$ cat src/rtl/cal_alarm_pkg.sv
package cal_alarm_pkg;
  // Default geometry of the alarm block.
  localparam int unsigned CA_FIELDS = 6;  // second, minute, hour, day, month, weekday
  localparam int unsigned CA_FW     = 8;  // one BCD byte per field
  localparam int unsigned CA_SLOTS  = 2;  // independent alarm slots

  // Field index encoding used by the configuration port.
  typedef enum logic [2:0] {
    FLD_SEC   = 3'd0,
    FLD_MIN   = 3'd1,
    FLD_HOUR  = 3'd2,
    FLD_DAY   = 3'd3,
    FLD_MONTH = 3'd4,
    FLD_WDAY  = 3'd5
  } cal_field_e;
endpackage

$ cat src/rtl/cal_alarm_slot.sv
// One alarm slot: per-field reference registers, per-field enables and the
// masked equality compare against the running time.
module cal_alarm_slot #(
  parameter int unsigned NF     = 6,
  parameter int unsigned FW     = 8,
  parameter int unsigned FIDX_W = 3
) (
  input  logic              clk,
  input  logic              rst_n,
  input  logic              wr_en,
  input  logic [FIDX_W-1:0] wr_field,
  input  logic [FW-1:0]     wr_value,
  input  logic              wr_enable,
  input  logic [NF*FW-1:0]  now_time,
  output logic              hit,
  output logic              armed
);
  logic [NF-1:0] en_vec;
  logic [NF-1:0] field_ok;

  for (genvar f = 0; f < NF; f++) begin : g_field
    logic [FW-1:0] ref_q;
    logic          en_q;
    logic          sel;

    assign sel = wr_en && (wr_field == FIDX_W'(f));

    always_ff @(posedge clk or negedge rst_n) begin
      if (!rst_n) begin
        ref_q <= '0;
        en_q  <= 1'b0;
      end else if (sel) begin
        ref_q <= wr_value;
        en_q  <= wr_enable;
      end
    end

    assign en_vec[f]   = en_q;
    // A disabled field always agrees; an enabled one needs exact code equality.
    assign field_ok[f] = !en_q || (ref_q == now_time[f*FW +: FW]);
  end

  assign armed = |en_vec;
  assign hit   = armed && (&field_ok);
endmodule

$ cat src/rtl/cal_alarm_flag.sv
// Sticky alarm flag: set wins over clear when both arrive together.
module cal_alarm_flag (
  input  logic clk,
  input  logic rst_n,
  input  logic set,
  input  logic clr,
  output logic flag
);
  always_ff @(posedge clk or negedge rst_n) begin
    if (!rst_n)   flag <= 1'b0;
    else if (set) flag <= 1'b1;
    else if (clr) flag <= 1'b0;
  end
endmodule

$ cat src/rtl/cal_alarm_irq.sv
// Interrupt enable register and active-low interrupt gating.
module cal_alarm_irq #(
  parameter int unsigned NA = 2
) (
  input  logic          clk,
  input  logic          rst_n,
  input  logic          ien_we,
  input  logic [NA-1:0] ien_val,
  input  logic [NA-1:0] flags,
  output logic          irq_n
);
  logic [NA-1:0] ien_q;

  always_ff @(posedge clk or negedge rst_n) begin
    if (!rst_n)      ien_q <= '0;
    else if (ien_we) ien_q <= ien_val;
  end

  assign irq_n = ~|(flags & ien_q);
endmodule

$ cat src/rtl/cal_alarm_top.sv
module cal_alarm_top
  import cal_alarm_pkg::*;
#(
  parameter int unsigned NF = CA_FIELDS,
  parameter int unsigned FW = CA_FW,
  parameter int unsigned NA = CA_SLOTS,
  localparam int unsigned SEL_W  = (NA > 1) ? $clog2(NA) : 1,
  localparam int unsigned FIDX_W = (NF > 1) ? $clog2(NF) : 1
) (
  input  logic              clk,
  input  logic              rst_n,
  input  logic              tick,
  input  logic [NF*FW-1:0]  now_time,
  input  logic              cfg_we,
  input  logic [SEL_W-1:0]  cfg_sel,
  input  logic [FIDX_W-1:0] cfg_field,
  input  logic [FW-1:0]     cfg_value,
  input  logic              cfg_enable,
  input  logic              ien_we,
  input  logic [NA-1:0]     ien_val,
  input  logic [NA-1:0]     flag_clr,
  output logic [NA-1:0]     alarm_flag,
  output logic              irq_n
);
  logic [NA-1:0] slot_hit;
  logic [NA-1:0] slot_armed;

  for (genvar a = 0; a < NA; a++) begin : g_slot
    logic slot_we;
    assign slot_we = cfg_we && (cfg_sel == SEL_W'(a));

    cal_alarm_slot #(.NF(NF), .FW(FW), .FIDX_W(FIDX_W)) u_slot (
      .clk       (clk),
      .rst_n     (rst_n),
      .wr_en     (slot_we),
      .wr_field  (cfg_field),
      .wr_value  (cfg_value),
      .wr_enable (cfg_enable),
      .now_time  (now_time),
      .hit       (slot_hit[a]),
      .armed     (slot_armed[a])
    );

    cal_alarm_flag u_flag (
      .clk   (clk),
      .rst_n (rst_n),
      .set   (tick && slot_hit[a]),
      .clr   (flag_clr[a]),
      .flag  (alarm_flag[a])
    );
  end

  cal_alarm_irq #(.NA(NA)) u_irq (
    .clk     (clk),
    .rst_n   (rst_n),
    .ien_we  (ien_we),
    .ien_val (ien_val),
    .flags   (alarm_flag),
    .irq_n   (irq_n)
  );
endmodule

$ cat config.mk
export PLATFORM = sky130hd
export DESIGN_NAME = cal_alarm_top
export DESIGN_NICKNAME = d
export VERILOG_FILES = /design/src/rtl/cal_alarm_pkg.sv /design/src/rtl/cal_alarm_slot.sv /design/src/rtl/cal_alarm_flag.sv /design/src/rtl/cal_alarm_irq.sv /design/src/rtl/cal_alarm_top.sv
export SDC_FILE = /design/constraint.sdc
export NUM_CORES = 1
export LEC_CHECK = 0
export ABC_CLOCK_PERIOD_IN_PS = 1610
export BUFFER_PORTS_ARGS = -buffer_cell sky130_fd_sc_hd__buf_2
export CORE_ASPECT_RATIO = 1.1
export CORE_MARGIN = 4
export CORE_UTILIZATION = 58
export CTS_BUF_LIST = sky130_fd_sc_hd__clkbuf_16
export DETAILED_ROUTE_END_ITERATION = 7
export HOLD_SLACK_MARGIN = 0.05
export PLACE_DENSITY = 0.8
export SLEW_MARGIN = 20
export SYNTH_ARGS = -nofsm -noshare
export SYNTH_HDL_FRONTEND = slang
export SYNTH_SLANG_ARGS = --single-unit
$ cat constraint.sdc
create_clock -name clk -period 1.61 [get_ports clk]
set_clock_uncertainty 0.05 [all_clocks]
set_input_delay 0.0805 -clock clk [delete_from_list [all_inputs] [get_ports clk]]
set_output_delay 0.0805 -clock clk [all_outputs]
set_load 0.03 [all_outputs]
==> flow_summary.json <==
{
  "run_status": "completed",
  "start_util": 0.5999,
  "swShare": 0.2821,
  "powerDensity_nw_per_um2": 1241,
  "syn_inst": 403,
  "yosysSeqAreaShare": 0.5212,
  "worstRegToRegCells": 5,
  "n_antenna_cell": 0,
  "cts_sinks": 112,
  "p_leak_uw": 0.002627,
  "syn_nets": 473,
  "cts_root_buffer": "clkbuf_16",
  "max-slew-margin-rel": 0.6949,
  "fin_cells": 610,
  "multi_input_area_um2": 2509,
  "floorplan.rows": 36,
  "critPathArrivalTime_ns": 1.69,
  "clk_latency_ns": 0.34,
  "fin_crit_ns": 1.471,
  "gp_congestion": 0.8418,
  "layout_common_cells": "dfrtp_1 (112), mux2_2 (110), xnor2_1 (96), buf_2 (71), nand4_1 (27)",
  "antenna_found_initial": 1,
  "crit_path_end_kind": "flip-flop",
  "rsz0062_at_grt": "false",
  "power_frac_comb": 0.227,
  "syn-cell-area_um2": 5378,
  "grt_pass1_vias": 3764,
  "grt_pass1_wl_mm": 19.25,
  "drt.antenna.violating_nets": 0,
  "peakVddDrop_mv": 0.9901,
  "max_cap_viol_count": 0,
  "ioPinCount": 73,
  "setup_viol": 0,
  "grt_usage": 0.2345,
  "dieArea_um2": 10880,
  "power_frac_clock": 0.270,
  "syn_avg_cell_area_um2": 13.34,
  "fillers": 650,
  "worst_slew_pin_slew_ns": 0.4565,
  "drt_iter0_drc": 114,
  "dp.cells": 586,
  "worstPathMaxFanout": 2,
  "viasPerCell": 5.621,
  "hold_viol_final": 0,
  "wl_per_cell_um": 19.29,
  "drive_gt1_frac": 0.4335,
  "regArea_um2": 2803,
  "p_sw_uw": 2199,
  "synth_top_area_share": 0.5212,
  "cts_max_level": 3,
  "drt_first_pass_iters": 4,
  "period_share": 0.9136,
  "overflow": 0,
  "area_growth_pct": 16.82,
  "worstPathRequired_ns": 1.83,
  "slew_violations": 0,
  "tritoncts.num_buffers": 9,
  "worstHoldPathCells": 2,
  "ys_warn_count": 0,
  "port_buffers": 72,
  "die_y_um": 109.0,
  "nNetsFinal": 561,
  "routed_wl_mm": 11.77,
  "synth_seq_cells": 112,
  "ys_top_cells_by_area": "dfrtp_1 (52%), mux2_2 (23%), xnor2_1 (16%), nand4_1 (3.1%), o21ai_0 (1.1%)",
  "yosysTopAreaCell": "dfrtp_1",
  "coreArea_um2": 8964,
  "dpl.hpwl_mm": 8.542,
  "hp-class": "in -> reg",
  "drc": 0,
  "cts_buffer_depth": 2,
  "p_int_uw": 5597,
  "grt_max_degree": 43,
  "max_freq_ghz": 0.6799,
  "holdWs_ns": 0.1154,
  "final_common_cell": "dfrtp_1",
  "p_seq_frac": 0.503,
  "clk_pin_slew_ns": 0.07,
  "fp.dieW_um": 99.81,
  "cts_tree": "built",
  "synth.distinct_cells": 27,
  "worstSetupPathType": "reg -> reg",
  "vias": 3429,
  "setup_tns_ns": 0,
  "startpoint_type": "flip-flop"
}
[power groups by stage]
stage	Combinational [µW]	Clock, µW	Sequential (µW)
final	1770	2110	3920
after global routing	1940	2260	4010
after CTS	1780	2140	3930
after detailed placement	1750	0	3980
after global placement	1680	0	3930
after floorplan	1330	0	3840
[final timing paths]
| check | from | to | slack (ns) |
|---|---|---|---|
| max | g_slot[1].u_slot.g_field[3].ref_q[6]$_DFFE_PN0P_ | g_slot[1].u_flag.flag$_DFFE_PN0P_ | 0.14 |
| min in group asynchronous | rst_n | g_slot[0].u_slot.g_field[0].ref_q[1]$_DFFE_PN0P_ | 0.17 |
| max reg2reg | g_slot[1].u_slot.g_field[3].ref_q[6]$_DFFE_PN0P_ | g_slot[1].u_flag.flag$_DFFE_PN0P_ | 0.14 |
| min reg2reg | g_slot[1].u_slot.g_field[1].ref_q[7]$_DFFE_PN0P_ | g_slot[1].u_slot.g_field[1].ref_q[7]$_DFFE_PN0P_ | 0.48 |
| min | cfg_enable | g_slot[0].u_slot.g_field[1].en_q$_DFFE_PN0P_ | 0.12 |
| max in group asynchronous | rst_n | g_slot[0].u_slot.g_field[5].ref_q[5]$_DFFE_PN0P_ | 0.78 |
[cells by family (layout without fill, tap and decap cells)]
family / Yosys count / after routing / synth area share
flip-flops: 112 / 112 / 0.5212
AND/OR/NAND/NOR: 54 / 54 / 0.06282
buffers and inverters: 15 / 108 / 0.01233
XOR/XNOR: 96 / 96 / 0.1564
multiplexers: 110 / 110 / 0.2303
AO/OA/AOI/OAI: 16 / 16 / 0.01699
[layout make-up]
cell class	count	area share
Timing Repair Buffer	90	0.08644
Inverter	2	0.001195
Sequential cell	112	0.4461
Multi-Input combinational cell	276	0.3993
Clock inverter	7	0.008365
Tap cell	114	0.02270
Clock buffer	9	0.03585
[critical path: stages (launching register included)]
cell and delay [ns]:
dfrtp_1 0.40, xnor2_1 0.18, nand4_1 0.11, o21ai_0 0.29, nand4_1 0.20, o22ai_1 0.16
[registers in the layout, indices dropped and copies added (netlist names)]
name,flops
g_slot.u_slot.g_field.en_q,12
u_irq.ien_q,2
g_slot.u_flag.flag,2
g_slot.u_slot.g_field.ref_q,96
[synthesized netlist by cell type (all sizes together)]
cell and count:
o21ai 12, buf 4, o22ai 1, nand4 27, o32ai 1, xnor2 96
or3 1, nand3 2, nor3b 1, dfrtp 112, clkbuf 9, nand2 7
and2b 1, nand3b 1, mux2 110, a22oi 1, inv 2, nor4 2
nand2b 2, or4 1, nor2 7, nor3 2, o311ai 1
[routing by layer]
layer,track usage,share of wire,vias to the layer above,wire length (µm)
li1,-,-,1604,-
met2,0.4066,0.52,72,6141
met4,0.09366,0.019,2,229
met1,0.2943,0.42,1733,4989
met3,0.03711,0.034,18,399
met5,0,0.00059,-,7
[repair_timing]
| item | 4_1_cts | 5_1_grt |
|---|---|---|
| gates resized for setup | 0 | 2 |
| setup buffers | 0 | 0 |
| hold buffers | 8 | 0 |
| endpoints found under the hold margin | 116 | 0 |
| endpoints found under the setup margin | 0 | 1 |
[stage by stage]
step | util | total power [µW] | cell area (µm²) | setup slack [ns]
after floorplan | - | 5173 | 5378 | 0.1857
after global placement | 0.6609 | 5607 | 5924 | 0.1536
after detailed placement | 0.6609 | 5734 | 5924 | 0.09550
after CTS | 0.7009 | 7853 | 6282 | 0.07280
after global routing | 0.7009 | 8206 | 6282 | 0.004807
final | 0.7009 | 7796 | 6282 | 0.1391
Power figures use the tool's default switching activity.
